$ cat config.mk
export PLATFORM = sky130hd
export DESIGN_NAME = therm_bin_encoder
export DESIGN_NICKNAME = d
export VERILOG_FILES = /design/src/rtl/tc_pkg.sv /design/src/rtl/tc_col_dec.sv /design/src/rtl/tc_col_merge.sv /design/src/rtl/tc_out_stage.sv /design/src/rtl/therm_bin_encoder.sv
export SDC_FILE = /design/constraint.sdc
export NUM_CORES = 1
export LEC_CHECK = 0
export BUFFER_PORTS_ARGS = -buffer_cell sky130_fd_sc_hd__buf_2
export CORE_MARGIN = 2
export CORE_UTILIZATION = 56
export CTS_CLUSTER_DIAMETER = 60
export DETAILED_ROUTE_END_ITERATION = 6
export PLACE_DENSITY = 0.8
export SLEW_MARGIN = 30
export SYNTH_ARGS = -nofsm -noshare
export SYNTH_HDL_FRONTEND = slang
export SYNTH_SLANG_ARGS = --single-unit
$ cat constraint.sdc
create_clock -name clk -period 2.4 [get_ports clk]
set_input_delay 0.48 -clock clk [delete_from_list [all_inputs] [get_ports clk]]
set_output_delay 0.48 -clock clk [all_outputs]
set_load 0.01 [all_outputs]
$ cat src/rtl/tc_pkg.sv
package tc_pkg;

  // Polarity controls sampled together with one comparator vector
  typedef struct packed {
    logic msb_flip;
    logic lsb_flip;
    logic rdy_flip;
  } tc_ctl_t;

endpackage

$ cat src/rtl/tc_col_dec.sv
// One column decoder: finds the highest accepted step inside its slice and
// holds the local code plus an active flag in a falling-edge register.
module tc_col_dec #(
  parameter int COL_W = 64,
  localparam int LW = $clog2(COL_W)
) (
  input  logic             clk,
  input  logic             rst,
  // win[1:0] are the two comparators below the slice, win[COL_W+1:2] the slice
  input  logic [COL_W+1:0] win,
  output logic [LW-1:0]    code_q,
  output logic             act_q
);

  logic [COL_W-1:0] step;
  logic [LW-1:0]    code_c;
  logic             act_c;

  // Step at local position l: two ones directly below, zero at l
  always_comb begin
    for (int l = 0; l < COL_W; l++) begin
      step[l] = win[l] & win[l+1] & ~win[l+2];
    end
  end

  // Highest accepted step wins
  always_comb begin
    code_c = '0;
    act_c  = 1'b0;
    for (int l = 0; l < COL_W; l++) begin
      if (step[l]) begin
        code_c = LW'(l);
        act_c  = 1'b1;
      end
    end
  end

  always_ff @(negedge clk) begin
    if (rst) begin
      code_q <= '0;
      act_q  <= 1'b0;
    end else begin
      code_q <= code_c;
      act_q  <= act_c;
    end
  end

endmodule

$ cat src/rtl/tc_col_merge.sv
// Column combiner: highest active column supplies the top bits and its code.
module tc_col_merge #(
  parameter int COLS = 4,
  parameter int LW   = 6,
  localparam int MW  = $clog2(COLS)
) (
  input  logic [COLS-1:0][LW-1:0] codes,
  input  logic [COLS-1:0]         acts,
  output logic [MW+LW-1:0]        code
);

  always_comb begin
    code = '0;
    for (int c = 0; c < COLS; c++) begin
      if (acts[c]) begin
        code = {MW'(c), codes[c]};
      end
    end
  end

endmodule

$ cat src/rtl/tc_out_stage.sv
// Output register: polarity flips, overrange forcing, data-ready toggle.
module tc_out_stage
  import tc_pkg::*;
#(
  parameter int OUT_W = 8
) (
  input  logic             clk,
  input  logic             rst,
  input  logic             vld,
  input  logic [OUT_W-1:0] code,
  input  logic             ovr,
  input  tc_ctl_t          ctl,
  output logic [OUT_W-1:0] data_o,
  output logic             ovr_o,
  output logic             rdy_o
);

  logic             tgl;
  logic [OUT_W-1:0] flip_mask;

  assign flip_mask = {ctl.msb_flip, {(OUT_W-1){ctl.lsb_flip}}};

  always_ff @(posedge clk) begin
    if (rst) begin
      data_o <= '0;
      ovr_o  <= 1'b0;
      rdy_o  <= 1'b0;
      tgl    <= 1'b0;
    end else if (vld) begin
      tgl    <= ~tgl;
      rdy_o  <= ~tgl ^ ctl.rdy_flip;
      ovr_o  <= ovr;
      data_o <= ovr ? '1 : (code ^ flip_mask);
    end
  end

endmodule

$ cat src/rtl/therm_bin_encoder.sv
module therm_bin_encoder
  import tc_pkg::*;
#(
  parameter int COLS  = 4,
  parameter int COL_W = 64,
  localparam int N     = COLS * COL_W,
  localparam int LW    = $clog2(COL_W),
  localparam int MW    = $clog2(COLS),
  localparam int OUT_W = LW + MW
) (
  input  logic             clk,
  input  logic             rst,
  input  logic [N-1:0]     therm_i,
  input  logic             msb_inv_i,
  input  logic             lsb_inv_i,
  input  logic             rdy_inv_i,
  output logic [OUT_W-1:0] data_o,
  output logic             ovr_o,
  output logic             rdy_o
);

  // Rising-edge capture stage
  logic [N-1:0] th_q;
  tc_ctl_t      ctl0;
  logic         v0;

  always_ff @(posedge clk) begin
    if (rst) begin
      th_q <= '0;
      ctl0 <= '0;
      v0   <= 1'b0;
    end else begin
      th_q <= therm_i;
      ctl0 <= '{msb_flip: msb_inv_i, lsb_flip: lsb_inv_i, rdy_flip: rdy_inv_i};
      v0   <= 1'b1;
    end
  end

  // Column decoders with falling-edge latches
  logic [COLS-1:0][LW-1:0] col_code;
  logic [COLS-1:0]         col_act;

  for (genvar c = 0; c < COLS; c++) begin : g_col
    logic [COL_W+1:0] win;
    if (c == 0) begin : g_bottom
      assign win = {th_q[COL_W-1:0], 2'b11};
    end else begin : g_upper
      assign win = th_q[c*COL_W+COL_W-1 -: COL_W+2];
    end
    tc_col_dec #(.COL_W(COL_W)) u_dec (
      .clk    (clk),
      .rst    (rst),
      .win    (win),
      .code_q (col_code[c]),
      .act_q  (col_act[c])
    );
  end

  // Side-band values travelling with the column latches
  logic    ovr1;
  tc_ctl_t ctl1;
  logic    v1;

  always_ff @(negedge clk) begin
    if (rst) begin
      ovr1 <= 1'b0;
      ctl1 <= '0;
      v1   <= 1'b0;
    end else begin
      ovr1 <= th_q[N-1];
      ctl1 <= ctl0;
      v1   <= v0;
    end
  end

  logic [OUT_W-1:0] merged;

  tc_col_merge #(.COLS(COLS), .LW(LW)) u_merge (
    .codes (col_code),
    .acts  (col_act),
    .code  (merged)
  );

  tc_out_stage #(.OUT_W(OUT_W)) u_out (
    .clk    (clk),
    .rst    (rst),
    .vld    (v1),
    .code   (merged),
    .ovr    (ovr1),
    .ctl    (ctl1),
    .data_o (data_o),
    .ovr_o  (ovr_o),
    .rdy_o  (rdy_o)
  );

endmodule

# ---- Yosys cells after proc, flatten, opt, wreduce, memory -nomap -nowiden
# Cells that the tools add are included.
dict set report word_totals {
  inputBits 261
  mem_bits_ro 0
  mem_bits_rw 0
  mem_count 0
  regBits 304
  latch_bits 0
  out_inout_bits 10
  wordCells 1303
}
dict set report op_classes {
  muxes 514
  reduce_logical 0
  n_eq_ne 0
  multipliers 0
  bitwise_logic 767
  order_cmp 0
  addsub 0
  n_shift 0
  n_div 0
}
# operator n
set op_table {}
lappend op_table {{two-way mux 6 bit} 129}
lappend op_table {{AND 1 bit} 509}
lappend op_table {{two-way mux 5 bit} 64}
lappend op_table {{two-way mux 1 bit} 261}
lappend op_table {{inverter 1 bit} 256}
lappend op_table {{two-way mux 4 bit} 32}
lappend op_table {{two-way mux 3 bit} 16}
lappend op_table {{two-way mux 8 bit} 3}
lappend op_table {{two-way mux 2 bit} 8}
lappend op_table {{bitwise XOR 8 bit} 1}
lappend op_table {{two-way mux 7 bit} 1}
lappend op_table {{bitwise XOR 1 bit} 1}

# ---- Longest topological paths before layout
dict set report depth {
  word_depth 66
  ltp_mapped 10
  ltp_nobuf 9
}

# ---- Modules after synthesis
# Synthesis repeated with hierarchy kept, for this count alone.
dict set report hier_totals {
  cells_unflattened 1773
  area_unflattened_um2 15039.4
}
# mod seq_area_each_um2 area_each_um2 instances cells_per_inst
set modules_own_cells {}
lappend modules_own_cells {tc_col_dec 140.1 1808.0 4 285}
lappend modules_own_cells {therm_bin_encoder 5305.1 7111.8 1 561}
lappend modules_own_cells {tc_out_stage 220.2 515.5 1 48}
lappend modules_own_cells {tc_col_merge 0.0 180.2 1 24}

==> results.md <==
- Outcome: finished with violations
- Violated checks: negative setup slack
- Buffers on Ports: 270
- Worst-Skew Late Latency: roughly 590 ps
- Synthesis Warnings: 0
- Clock Skews: roughly 82 ps
- Gate power share: 18.2%
- # IOs: 271
- Crit path arrival time: roughly 2500 ps
- Pwr dens: 660 mW/mm^2
- Total track usage: 31.6%
- Met2 Use GR: 56.2%
- Ys flop type: dfxtp_1
- Synth area leaders: dfxtp_1 (42%), nor2b_1 (18%), o21ai_0 (5.4%)
- RR Endpoint: g_col[0].u_dec.code_q[0]
- First-pass GRT wire length: 70100 um
- M1 GR Usage: 38.9%
- Worst setup EP type: flip-flop
- Cell taking the most area after synthesis: dfxtp_1
- Drc violations: 0
- GRT overflow: 0
- Fin worst setup slack: -804 ps
- Switching share of total power: between 20 and 30%
- Cell area after synthesis: 0.0145 mm^2
- Worst Min Path Start: therm_i[83]
- Number of clock sinks: 304
- Clock share of power: 42.3%
- Register Area: approximately 0.0062 mm^2
- Switch Pwr: 0.00397 W
- Pleak: 9.79 nW
- DRT iter0 DRCs: 1588
- Core area: 0.0253 mm^2
- Cell depth of the worst flop-to-flop path: 9
- Rel. slew slack: 45.9%
- Met3 Use GR: 4.62%
- Max Fanout on Critical Path: 5
- Final TNS setup: -14590 ps
- TritonCTS buffer count: 35
- Post-CTS Hold Buffers: 0
- Slew Viols, Final: 0
- Max-Cap Viols: 0
- Avg WL per Cell: 16.7 um
- Sequential cell area fraction in the yosys report: 42.1%
- Setup crit start kind: flip-flop
- Post-Syn Instances: between 1500 and 2000
- R2R setup slack: -800 ps
- Die height: 165 um
- Critical path class: flip-flop to flip-flop
- #FFs+latches synth: roughly 300
- Cell variety after synth: 66
- GP Congestion: 0.926
- Reg2reg start: th_q[3]
- Clk pin slew, worst setup/hold paths: 60 ps
- # setup viols final: 35
- RSZ-0062 raised after global routing: true
- Area taken by multi-input logic gates: 0.00902 mm^2
- Class of the worst hold path: input port to flip-flop
- Fraction of layout instances using a drive strength above 1: 42.9%
- CTS H-tree lvls: 2
- Largest net degree at the start of global routing: 89
- Number of flops mapped to enable cells by yosys: 0
- Total Power: 0.0144 W
- DR pass1 iterations: 6
- Clock buffer depth: 3
- VDD IR-drop max: 0.000693 V
- Starting Density: 57.3%
- Die area: approximately 0.027 mm^2
- Req. time, crit path: 1710 ps
- # diodes: 0
- Final net count: 2725
- Fill count: roughly 1300
- DR vias/cell: 5.64
- FFs w/ async S/R, synth: 0%
- Yosys top cell area share: 42.1%
- Post-DP HPWL: 31000 um
- Synth cell count leaders: nor2b_1 (406), dfxtp_1 (304), nand2_1 (189), o21ai_0 (156), a21oi_1 (92)
- Number of global-route vias before repair: 15200
- Synthesis-to-finish area growth: 51.2%
- Hold path cells: 2
- Die W: 165 um
- Seq pwr share: approximately 40%
- Top-count cell post-synth: nor2b_1
- Worst hold path endpoint: th_q[83]
- Final Hold Fails: 0
- CTS root buf: clkbuf_16
- Cell row count: a little under 60
- Antenna violations before repair: 1
- Syn avg cell area: 8.24 um^2
- Vias: 15900
- Top Usage Layer GRT: met2
- Routed Wire Length: approximately 47000 um
- Post-route ant nets: 0
- Internal power: 0.0105 W
- Synth Net Count: 2016
- Slew at the pin closest to its max-slew limit: 812 ps
- CTS tree: built
[power by group through the flow]
stage | sequential [W] | combinational (W) | clock, W
after floorplan | 0.00572 | 0.00115 | 0.0000866
after global placement | 0.00575 | 0.00213 | 0.0000866
after detailed placement | 0.00575 | 0.00219 | 0.0000866
after CTS | 0.00567 | 0.00241 | 0.00611
after global routing | 0.00574 | 0.00283 | 0.00640
final | 0.00571 | 0.00263 | 0.00610
[how the worst max path moves through the flow]
stage | start | to | slack (ps) | depth (start not counted)
floorplan | th_q[1] | g_col[0].u_dec.code_q[0] | -740 | 9
global placement | th_q[2] | g_col[0].u_dec.code_q[0] | -870 | 9
detailed placement | th_q[1] | g_col[0].u_dec.code_q[0] | -980 | 9
CTS | th_q[0] | g_col[0].u_dec.code_q[0] | -810 | 9
global route | th_q[3] | g_col[0].u_dec.code_q[0] | -900 | 9
finish | th_q[3] | g_col[0].u_dec.code_q[0] | -800 | 9
[critical path, stage by stage (launching register included)]
cell	delay [ps]
dfxtp_2	360
nor2b_4	170
o21ai_4	90
a21oi_1	270
a211oi_1	90
o221ai_2	180
a21oi_1	110
or3_1	360
a221oi_2	180
o221a_1	200
[kinds of logic after synthesis]
family / after synthesis / share of synthesized area, %
xor+xnor: 10 / 0.606
flops: 304 / 42.1
mux: 26 / 1.81
compound gates: 504 / 22.2
simple gates: 816 / 30.7
buf+inv: 95 / 2.64
[layout make-up]
class | count | area share (%)
repair buffers | 684 | 21.0
inverters | 50 | 0.898
clock inverters | 58 | 2.15
clock buffers | 39 | 4.26
flip-flops and latches | 304 | 28.5
well taps | 330 | 1.89
multi-input cells | 1356 | 41.3
[layer usage]
metal / up-vias / part of all wire (%)
met5: - / 0
met3: 155 / 7.0
met2: 754 / 49
met4: 0 / 3.4
met1: 7413 / 40
li1: 7587 / -
[per-stage QoR]
stage / hold slack (ps) / utilization [%] / cell area [um^2] / worst slack [ps] / cells
after floorplan: 496 / - / 14800 / -740 / 1755
after global placement: 479 / 76.1 / 19200 / -873 / 2687
after detailed placement: 481 / 76.1 / 19200 / -981 / 2687
after CTS: 156 / 84.8 / 21400 / -811 / 2813
after global routing: 161 / 86.6 / 21900 / -903 / 2821
final: 168 / 86.6 / 21900 / -804 / 2821
[sequential cells by signal (all words and copies together) (netlist names)]
register,flops
th_q,256
g_col.u_dec.code_q,24
u_out.data_o,8
g_col.u_dec.act_q,4
ctl0,3
ctl1,3
ovr1,1
u_out.ovr_o,1
u_out.rdy_o,1
u_out.tgl,1
v0,1
v1,1
[layout by cell type (no fill, tap or decap), types with 24 or more instances in the layout]
master     synthesis  final
inv_1             50     74
o21ai_0          156     74
o21ai_2            3     41
dfxtp_1          304    198
a21oi_2            0     27
clkbuf_16          0     36
o21ai_1            9     49
nor2b_1          406    369
o211ai_1          50     50
buf_2              2    269
nor2b_4            2     24
buf_4              2    387
a21oi_1           92     64
nand3b_1          27     27
mux2i_1           25     25
nand2_1          189    182
buf_6              2     24
nor2_1            88     75
dfxtp_2            0     96
[what timing repair did]
item / 4_1_cts / 5_1_grt
buffers inserted: 31 / 8
endpoints found under the setup margin: 35 / 36
pin swaps: 100 / 80
gates resized for setup: 193 / 104
endpoints found under the hold margin: 0 / 0
Note: power is estimated with default switching activity, not from simulation.
